File: config.mk
export PLATFORM = sky130hd
export DESIGN_NAME = mp_uart
export DESIGN_NICKNAME = d
export VERILOG_FILES = /design/src/rtl/mp_uart_pkg.sv /design/src/rtl/mp_uart_tx.sv /design/src/rtl/mp_uart_rx.sv /design/src/rtl/mp_uart.sv
export SDC_FILE = /design/constraint.sdc
export NUM_CORES = 1
export LEC_CHECK = 0
export BUFFER_PORTS_ARGS = -buffer_cell sky130_fd_sc_hd__buf_2
export CAP_MARGIN = 5
export CELL_PAD_IN_SITES_DETAIL_PLACEMENT = 2
export CELL_PAD_IN_SITES_GLOBAL_PLACEMENT = 2
export CORE_AREA = 8 8 101 103
export DETAILED_ROUTE_END_ITERATION = 8
export DIE_AREA = 0 0 109 111
export PLACE_DENSITY = 0.73
export SYNTH_ARGS = -nofsm -noshare
export SYNTH_HDL_FRONTEND = slang
export SYNTH_SLANG_ARGS = --single-unit
File: constraint.sdc
create_clock -name clk_i -period 2.3 [get_ports clk_i]
set_input_delay 0.23 -clock clk_i [delete_from_list [all_inputs] [get_ports clk_i]]
set_output_delay 0.23 -clock clk_i [all_outputs]
set_load 0.01 [all_outputs]
File: src/rtl/mp_uart_pkg.sv
package mp_uart_pkg;
  typedef enum logic [1:0] {
    A_CTRL = 2'd0,
    A_TXD  = 2'd1,
    A_RXD  = 2'd2,
    A_STAT = 2'd3
  } reg_addr_e;

  // control register layout, MSB first (bits 3..0)
  typedef struct packed {
    logic tx_mpb;
    logic filt_en;
    logic rx_en;
    logic tx_en;
  } ctrl_t;

  typedef enum logic [1:0] {
    RX_IDLE  = 2'd0,
    RX_START = 2'd1,
    RX_BITS  = 2'd2
  } rx_state_e;
endpackage

File: src/rtl/mp_uart_tx.sv
module mp_uart_tx #(
  parameter int DATA_W = 8,
  parameter int OVS    = 16
) (
  input  logic              clk_i,
  input  logic              rst_ni,
  input  logic              tick_i,
  input  logic              load_i,
  input  logic [DATA_W-1:0] data_i,
  input  logic              mpb_i,
  output logic              busy_o,
  output logic              txd_o
);
  localparam int FRAME_W = DATA_W + 3;
  localparam int OVS_W   = $clog2(OVS);
  localparam int CNT_W   = $clog2(FRAME_W + 1);

  logic [FRAME_W-1:0] shreg_q;
  logic [OVS_W-1:0]   ovs_q;
  logic [CNT_W-1:0]   left_q;
  logic               busy_q;

  always_ff @(posedge clk_i or negedge rst_ni) begin
    if (!rst_ni) begin
      shreg_q <= '1;
      ovs_q   <= '0;
      left_q  <= '0;
      busy_q  <= 1'b0;
    end else if (load_i && !busy_q) begin
      shreg_q <= {1'b1, mpb_i, data_i, 1'b0};
      ovs_q   <= '0;
      left_q  <= CNT_W'(FRAME_W);
      busy_q  <= 1'b1;
    end else if (busy_q && tick_i) begin
      if (ovs_q == OVS_W'(OVS - 1)) begin
        ovs_q   <= '0;
        shreg_q <= {1'b1, shreg_q[FRAME_W-1:1]};
        left_q  <= left_q - 1'b1;
        if (left_q == CNT_W'(1)) busy_q <= 1'b0;
      end else begin
        ovs_q <= ovs_q + 1'b1;
      end
    end
  end

  assign txd_o  = busy_q ? shreg_q[0] : 1'b1;
  assign busy_o = busy_q;


  stop_high_chk: assert property (@(posedge clk_i) disable iff (!rst_ni)
    $fell(busy_q) |-> $past(txd_o));
endmodule

File: src/rtl/mp_uart_rx.sv
module mp_uart_rx
  import mp_uart_pkg::*;
#(
  parameter int DATA_W = 8,
  parameter int OVS    = 16
) (
  input  logic              clk_i,
  input  logic              rst_ni,
  input  logic              en_i,
  input  logic              tick_i,
  input  logic              rxd_i,
  output logic              done_o,
  output logic [DATA_W-1:0] data_o,
  output logic              mpb_o,
  output logic              stop_o
);
  localparam int OVS_W  = $clog2(OVS);
  localparam int SH_W   = DATA_W + 1;
  localparam int BCNT_W = $clog2(SH_W + 1);

  logic [1:0]        sync_q;
  logic              rx_s;
  rx_state_e         st_q;
  logic [OVS_W-1:0]  ovs_q;
  logic [BCNT_W-1:0] bit_q;
  logic [SH_W-1:0]   sh_q;
  logic              done_q, stop_q;

  always_ff @(posedge clk_i or negedge rst_ni) begin
    if (!rst_ni) sync_q <= 2'b11;
    else         sync_q <= {sync_q[0], rxd_i};
  end
  assign rx_s = sync_q[1];

  always_ff @(posedge clk_i or negedge rst_ni) begin
    if (!rst_ni) begin
      st_q   <= RX_IDLE;
      ovs_q  <= '0;
      bit_q  <= '0;
      sh_q   <= '0;
      done_q <= 1'b0;
      stop_q <= 1'b1;
    end else begin
      done_q <= 1'b0;
      if (!en_i) begin
        st_q <= RX_IDLE;
      end else begin
        unique case (st_q)
          RX_IDLE: begin
            if (!rx_s) begin
              st_q  <= RX_START;
              ovs_q <= '0;
            end
          end
          RX_START: begin
            if (tick_i) begin
              if (ovs_q == OVS_W'(OVS / 2 - 1)) begin
                ovs_q <= '0;
                bit_q <= '0;
                st_q  <= rx_s ? RX_IDLE : RX_BITS;
              end else begin
                ovs_q <= ovs_q + 1'b1;
              end
            end
          end
          RX_BITS: begin
            if (tick_i) begin
              if (ovs_q == OVS_W'(OVS - 1)) begin
                ovs_q <= '0;
                if (bit_q == BCNT_W'(SH_W)) begin
                  stop_q <= rx_s;
                  done_q <= 1'b1;
                  st_q   <= RX_IDLE;
                end else begin
                  sh_q  <= {rx_s, sh_q[SH_W-1:1]};
                  bit_q <= bit_q + 1'b1;
                end
              end else begin
                ovs_q <= ovs_q + 1'b1;
              end
            end
          end
          default: st_q <= RX_IDLE;
        endcase
      end
    end
  end

  assign done_o = done_q;
  assign data_o = sh_q[DATA_W-1:0];
  assign mpb_o  = sh_q[DATA_W];
  assign stop_o = stop_q;


  rx_off_idle_chk: assert property (@(posedge clk_i) disable iff (!rst_ni)
    !en_i |=> (st_q == RX_IDLE) && !done_o);


  start_confirm_chk: assert property (@(posedge clk_i) disable iff (!rst_ni)
    (st_q == RX_IDLE) && $past(st_q) == RX_START |-> $past(!tick_i) == 1'b0 || !en_i || $past(!en_i));
endmodule

File: src/rtl/mp_uart.sv
module mp_uart
  import mp_uart_pkg::*;
#(
  parameter int DATA_W = 8,
  parameter int OVS    = 16
) (
  input  logic              clk_i,
  input  logic              rst_ni,
  input  logic              baud_tick_i,
  input  logic              wr_en_i,
  input  logic [1:0]        wr_addr_i,
  input  logic [DATA_W-1:0] wr_data_i,
  input  logic [1:0]        rd_addr_i,
  output logic [DATA_W-1:0] rd_data_o,
  output logic              txd_o,
  input  logic              rxd_i
);
  localparam int CTRL_W = $bits(ctrl_t);

  ctrl_t             ctrl_q;
  logic [DATA_W-1:0] txd_q, rxd_q;
  logic              tde_q, rdf_q, fer_q, ovr_q, rmpb_q;
  logic              tx_busy, tx_load;
  logic              rx_done, rx_mpb, rx_stop;
  logic [DATA_W-1:0] rx_data;
  logic              rx_accept;
  logic              wr_ctrl, wr_txd, wr_stat;

  assign wr_ctrl   = wr_en_i && (wr_addr_i == A_CTRL);
  assign wr_txd    = wr_en_i && (wr_addr_i == A_TXD);
  assign wr_stat   = wr_en_i && (wr_addr_i == A_STAT);
  assign tx_load   = ctrl_q.tx_en && !tde_q && !tx_busy;
  assign rx_accept = rx_done && (!ctrl_q.filt_en || rx_mpb);

  mp_uart_tx #(.DATA_W(DATA_W), .OVS(OVS)) tx_i (
    .clk_i  (clk_i),
    .rst_ni (rst_ni),
    .tick_i (baud_tick_i),
    .load_i (tx_load),
    .data_i (txd_q),
    .mpb_i  (ctrl_q.tx_mpb),
    .busy_o (tx_busy),
    .txd_o  (txd_o)
  );

  mp_uart_rx #(.DATA_W(DATA_W), .OVS(OVS)) rx_i (
    .clk_i  (clk_i),
    .rst_ni (rst_ni),
    .en_i   (ctrl_q.rx_en),
    .tick_i (baud_tick_i),
    .rxd_i  (rxd_i),
    .done_o (rx_done),
    .data_o (rx_data),
    .mpb_o  (rx_mpb),
    .stop_o (rx_stop)
  );

  // control and transmit data
  always_ff @(posedge clk_i or negedge rst_ni) begin
    if (!rst_ni) begin
      ctrl_q <= '0;
      txd_q  <= '0;
    end else begin
      if (wr_ctrl) ctrl_q <= ctrl_t'(wr_data_i[CTRL_W-1:0]);
      if (wr_txd)  txd_q  <= wr_data_i;
      if (rx_done && ctrl_q.filt_en && rx_mpb) ctrl_q.filt_en <= 1'b0;
    end
  end

  // transmit-empty flag
  always_ff @(posedge clk_i or negedge rst_ni) begin
    if (!rst_ni)                          tde_q <= 1'b1;
    else if (!ctrl_q.tx_en || tx_load)    tde_q <= 1'b1;
    else if (wr_stat && !wr_data_i[0])    tde_q <= 1'b0;
  end

  // receive flags and data: software clears first, hardware sets win
  always_ff @(posedge clk_i or negedge rst_ni) begin
    if (!rst_ni) begin
      rxd_q  <= '0;
      rdf_q  <= 1'b0;
      fer_q  <= 1'b0;
      ovr_q  <= 1'b0;
      rmpb_q <= 1'b0;
    end else begin
      if (wr_stat) begin
        if (!wr_data_i[1]) rdf_q <= 1'b0;
        if (!wr_data_i[2]) fer_q <= 1'b0;
        if (!wr_data_i[3]) ovr_q <= 1'b0;
      end
      if (rx_accept) begin
        if (rdf_q) begin
          ovr_q <= 1'b1;
        end else begin
          rxd_q  <= rx_data;
          rdf_q  <= 1'b1;
          rmpb_q <= rx_mpb;
          if (!rx_stop) fer_q <= 1'b1;
        end
      end
    end
  end

  always_comb begin
    rd_data_o = '0;
    unique case (rd_addr_i)
      A_CTRL: rd_data_o[CTRL_W-1:0] = ctrl_q;
      A_TXD:  rd_data_o = txd_q;
      A_RXD:  rd_data_o = rxd_q;
      A_STAT: rd_data_o[4:0] = {rmpb_q, ovr_q, fer_q, rdf_q, tde_q | ~ctrl_q.tx_en};
      default: rd_data_o = '0;
    endcase
  end


  filt_drop_chk: assert property (@(posedge clk_i) disable iff (!rst_ni)
    (rx_done && ctrl_q.filt_en && !rx_mpb && !wr_en_i)
      |=> $stable({rdf_q, fer_q, ovr_q, rmpb_q, rxd_q}) && ctrl_q.filt_en);


  filt_release_chk: assert property (@(posedge clk_i) disable iff (!rst_ni)
    (rx_done && ctrl_q.filt_en && rx_mpb) |=> !ctrl_q.filt_en && (rdf_q || ovr_q));


  ovr_keep_chk: assert property (@(posedge clk_i) disable iff (!rst_ni)
    (rx_done && rdf_q && !ctrl_q.filt_en && !wr_en_i) |=> ovr_q && $stable(rxd_q));


  tx_start_chk: assert property (@(posedge clk_i) disable iff (!rst_ni)
    $rose(tx_busy) |-> $past(ctrl_q.tx_en) && !$past(tde_q));
endmodule

==> run summary <==
The run finished with clean final reports. For the total I/O pin count, the log shows 26. The endpoint identified for the worst register-to-register timing path is rx_i.ovs_q[3]. The startpoint identified for the worst hold timing path is wr_data_i[7].

From left edge to right edge, the die measures 109 µm. TritonCTS built the clock tree. The routing layer with the top usage in global route is met2.

Before CTS, the worst setup slack after placement is 0.317 ns. After detailed routing, the average wire length per cell comes to 19.5 µm. Static timing analysis puts the maximum clock frequency at 0.490 GHz.

Setup repair after global routing left no endpoint under its margin. The largest incremental delay on the critical path is 0.49 ns. The via count of the first global-routing pass came out at 2682. The critical path crosses 6 cells after its start point.

The number of synthesis warnings came out at 0. Detailed placement ended at an HPWL of 5970 µm. The number of gates given a new drive strength after cts was 0. In the routed layout, each cell is associated on average with a via count of 5.38. For the clock insertion delay at the later pin of the skew report, the log shows 0.33 ns. Ranked by total cell area, the synthesized netlist is headed by dfrtp_1 (40%), dfstp_2 (11%), mux2_2 (8.7%). Along the worst path, the maximum fanout reaches 12. The setup path with the least slack is of type register to register.

The die covers 0.0121 mm². Signed area change from the synthesized netlist to the final layout: 14.1%. Hold repair after CTS inserted 2 buffers. The tools report the sum of overflow across all layers after global routing as 0. For this run, asynchronously set or reset flops after synthesis account for 100%. Setup violations remaining at the end of the flow were counted as 0.

In this run, placement finished with an instance count of 415. The initial antenna violation count is 0, and the count of cells along the worst register-to-register path is 6. Overall power consumption after layout is estimated at 3320 µW. Along the worst hold path, the cell count comes to 2.

The worst setup path is captured at a register. The logs give 59.3% for the relative slew slack and 2330 for the total via count after detailed routing. The count of final hold-check violations is 0, and the number of maximum-capacitance violations is 0. On the final layout, the worst clock skew is 0.00524 ns.

The number of clock buffers added by TritonCTS is 9. The pre-antenna-repair detailed-routing pass consisted of 4 iterations. In this run, synthesis produced a sequential element count of 67. The number of cell rows came out at 34.

The number of buffers and inverters on the critical path was 1. The netlist uses 52 different library cells. The logs give 2 for the number of buffers on the longest clock path and 0.00855 mm² for the core box area.

The slack of the worst reg-to-reg path was 0.26 ns; the die height was 111 µm. The first global-routing pass estimated 14300 µm of wire. Global routing used 15.1% of the available tracks across all layers. For the count of nets left with antenna violations after detail routing, the log shows 0. The final estimated routing congestion in global placement came out at 0.765. CTS placed an instance of clkbuf_8 at the clock tree root.

The number of nets at the end of the flow is 351, and the worst endpoint required time is 2.52 ns. The power density normalized to cell area was 867 mW/mm². At the pin with the least slew margin, the transition time is 0.608 ns. Main flop type after synthesis: dfrtp_1. After detailed routing, the number of remaining DRC violations is 0.

For this run, global-route usage on met2 was measured as 25.2%. The layout cell share with drive strength beyond 1 works out to 30.5%. Classification of the worst-slack hold path: input port to register.

The number of antenna diodes in the final layout is 0. Level count of the clock H-tree: 3. For this configuration, the core starts out at a cell density of 39.2%.

The critical path goes through inv_1, ha_1, nor2_2, o2111ai_1, nand2b_1, o22ai_1. In the global route stage, met1 resource usage came out at 18.9%. Of all cell types, the one taking the most synthesized area is dfrtp_1.

The cell count after synthesis came out at 288. In this run the critical register-to-register path is launched from rx_i.st_q[0]. After the flow finishes, the layout carries non-filler instances totaling 433. For this design, the slowest cell found on the critical path is ha_1. Dividing the final minimum period by the clock period gives 88.7%. The worst setup path is launched from a register. The average instance in the mapped netlist occupies 11.6 µm². In the final timing run, aggregate negative setup slack is 0 ns.

In this run the tool buffered the top-level ports with 25 buffer cells. The max-slew violation count is 0, and the share of the synthesized area in the top cell type is 39.6%. Summed over all cells, the static leakage comes to 0.00168 µW. In this run the post-CTS setup repair buffer count came out at 0.

The sequential area share after synthesis is 50.5%, and the post-detailed-routing wire length is 8430 µm. The cell class contributing the biggest share of worst-path delay was compound AO/OA/AOI/OAI gates. The number of DRC violations after detailed-routing iteration 0 is 82, and the post-layout minimum cycle time is 2.04 ns. The net count after synthesis was 319. The post-synthesis instance area was 0.00335 mm². Endpoint with the worst hold slack: txd_q[7]. Final hold analysis gives a worst-case slack of 0.122 ns. The fraction of met3 tracks used by global routing was 3.49%; the number of synthesized flops with an enable pin was 0. Entering global routing, the biggest net connects 46 pins.

The logs give 2.26 ns for the signal arrival time at the worst endpoint and 0.458 mV for the maximum resistive drop on vdd. The final worst-path setup slack was 0.261 ns. The tools report the number of clock sinks as 67. After clock tree synthesis, the clock-pin slew on the worst setup and hold paths is 0.08 ns.
## through the flow
stage               area (µm²)  utilization (%)
floorplan                 3350                -
global placement          3580             41.9
detailed placement        3580             41.9
CTS                       3830             44.7
global route              3830             44.7
finish                    3830             44.7
## registers in the layout, indices dropped and copies added, names as in the netlist
signal	flops
tx_i.busy_o	1
fer_q	1
rxd_q	8
rx_i.bit_q	4
rx_i.sync_q	2
rx_i.st_q	2
tx_i.shreg_q	10
rx_i.sh_q	9
rx_i.done_o	1
rx_i.ovs_q	4
ctrl_q	4
tx_i.left_q	4
rdf_q	1
rmpb_q	1
tde_q	1
tx_i.ovs_q	4
txd_q	8
ovr_q	1
rx_i.stop_o	1
## layout by cell type (no fill, tap or decap), types with 4 or more instances in the layout
master,synthesis,layout
a22oi_1,4,4
inv_1,14,14
mux2_2,26,26
nand2b_1,6,6
o21ai_0,24,24
o21ai_1,7,7
nor2_1,9,9
clkbuf_8,0,9
nor3_1,4,4
a222oi_1,4,4
a21oi_1,7,7
dfstp_2,14,14
dfrtp_1,53,53
buf_2,3,25
nor2b_1,4,4
nand2_1,27,27
ha_1,14,14
mux2i_1,16,16
nand3_1,5,5
## worst max-delay path by stage
stage	startpoint	end	slack (ns)
3_3_place_gp	rx_i.st_q[0]	rx_i.ovs_q[3]	0.39
3_5_place_dp	rx_i.st_q[0]	rx_i.ovs_q[3]	0.32
5_1_grt	rx_i.st_q[0]	rx_i.ovs_q[3]	0.15
4_1_cts	rx_i.st_q[0]	rx_i.st_q[1]	0.27
6_report	rx_i.st_q[0]	rx_i.ovs_q[3]	0.26
2_1_floorplan	rx_i.st_q[0]	rx_i.bit_q[1]	0.69
## logic make-up (layout without fill, tap and decap cells)
| kind of cell | count (synthesis) | count (layout) | share of synthesized area [%] |
|---|---|---|---|
| mux | 44 | 44 | 14.2 |
| xor+xnor | 1 | 1 | 0.261 |
| compound gates | 57 | 57 | 10.5 |
| buf+inv | 23 | 60 | 3.51 |
| flops | 67 | 67 | 50.5 |
| fa+ha+maj | 14 | 14 | 5.22 |
| simple gates | 82 | 82 | 15.8 |
## power by group
group	leakage, µW	total, µW	switching, µW	internal, µW
Clock	0.000111	1110	494	620
Sequential	0.000842	1590	179	1410
Combinational	0.000731	609	339	270
## synth_stat cells, drive strengths merged (5+ instances only)
cell	instances
a21oi	7
buf	6
dfrtp	53
dfstp	14
ha	14
inv	14
mux2	28
mux2i	16
nand2	27
nand2b	6
nand3	6
nor2	12
nor3	5
o21ai	32
## final cells by class
class	count	area [µm²]
clock buffer	9	124
clock inverter	7	98.8
fill	882	4720
inverter	14	52.6
multi-input combinational	198	1540
sequential	67	1690
tap	108	135
timing repair buffer	30	180
## metal layers
layer  routed length, µm  vias up
li1                    -     1092
met1                3940     1202
met2                4220       32
met3                 226        4
met4                  48        0
met5                   0        -
(Power assumes the default switching activity.)
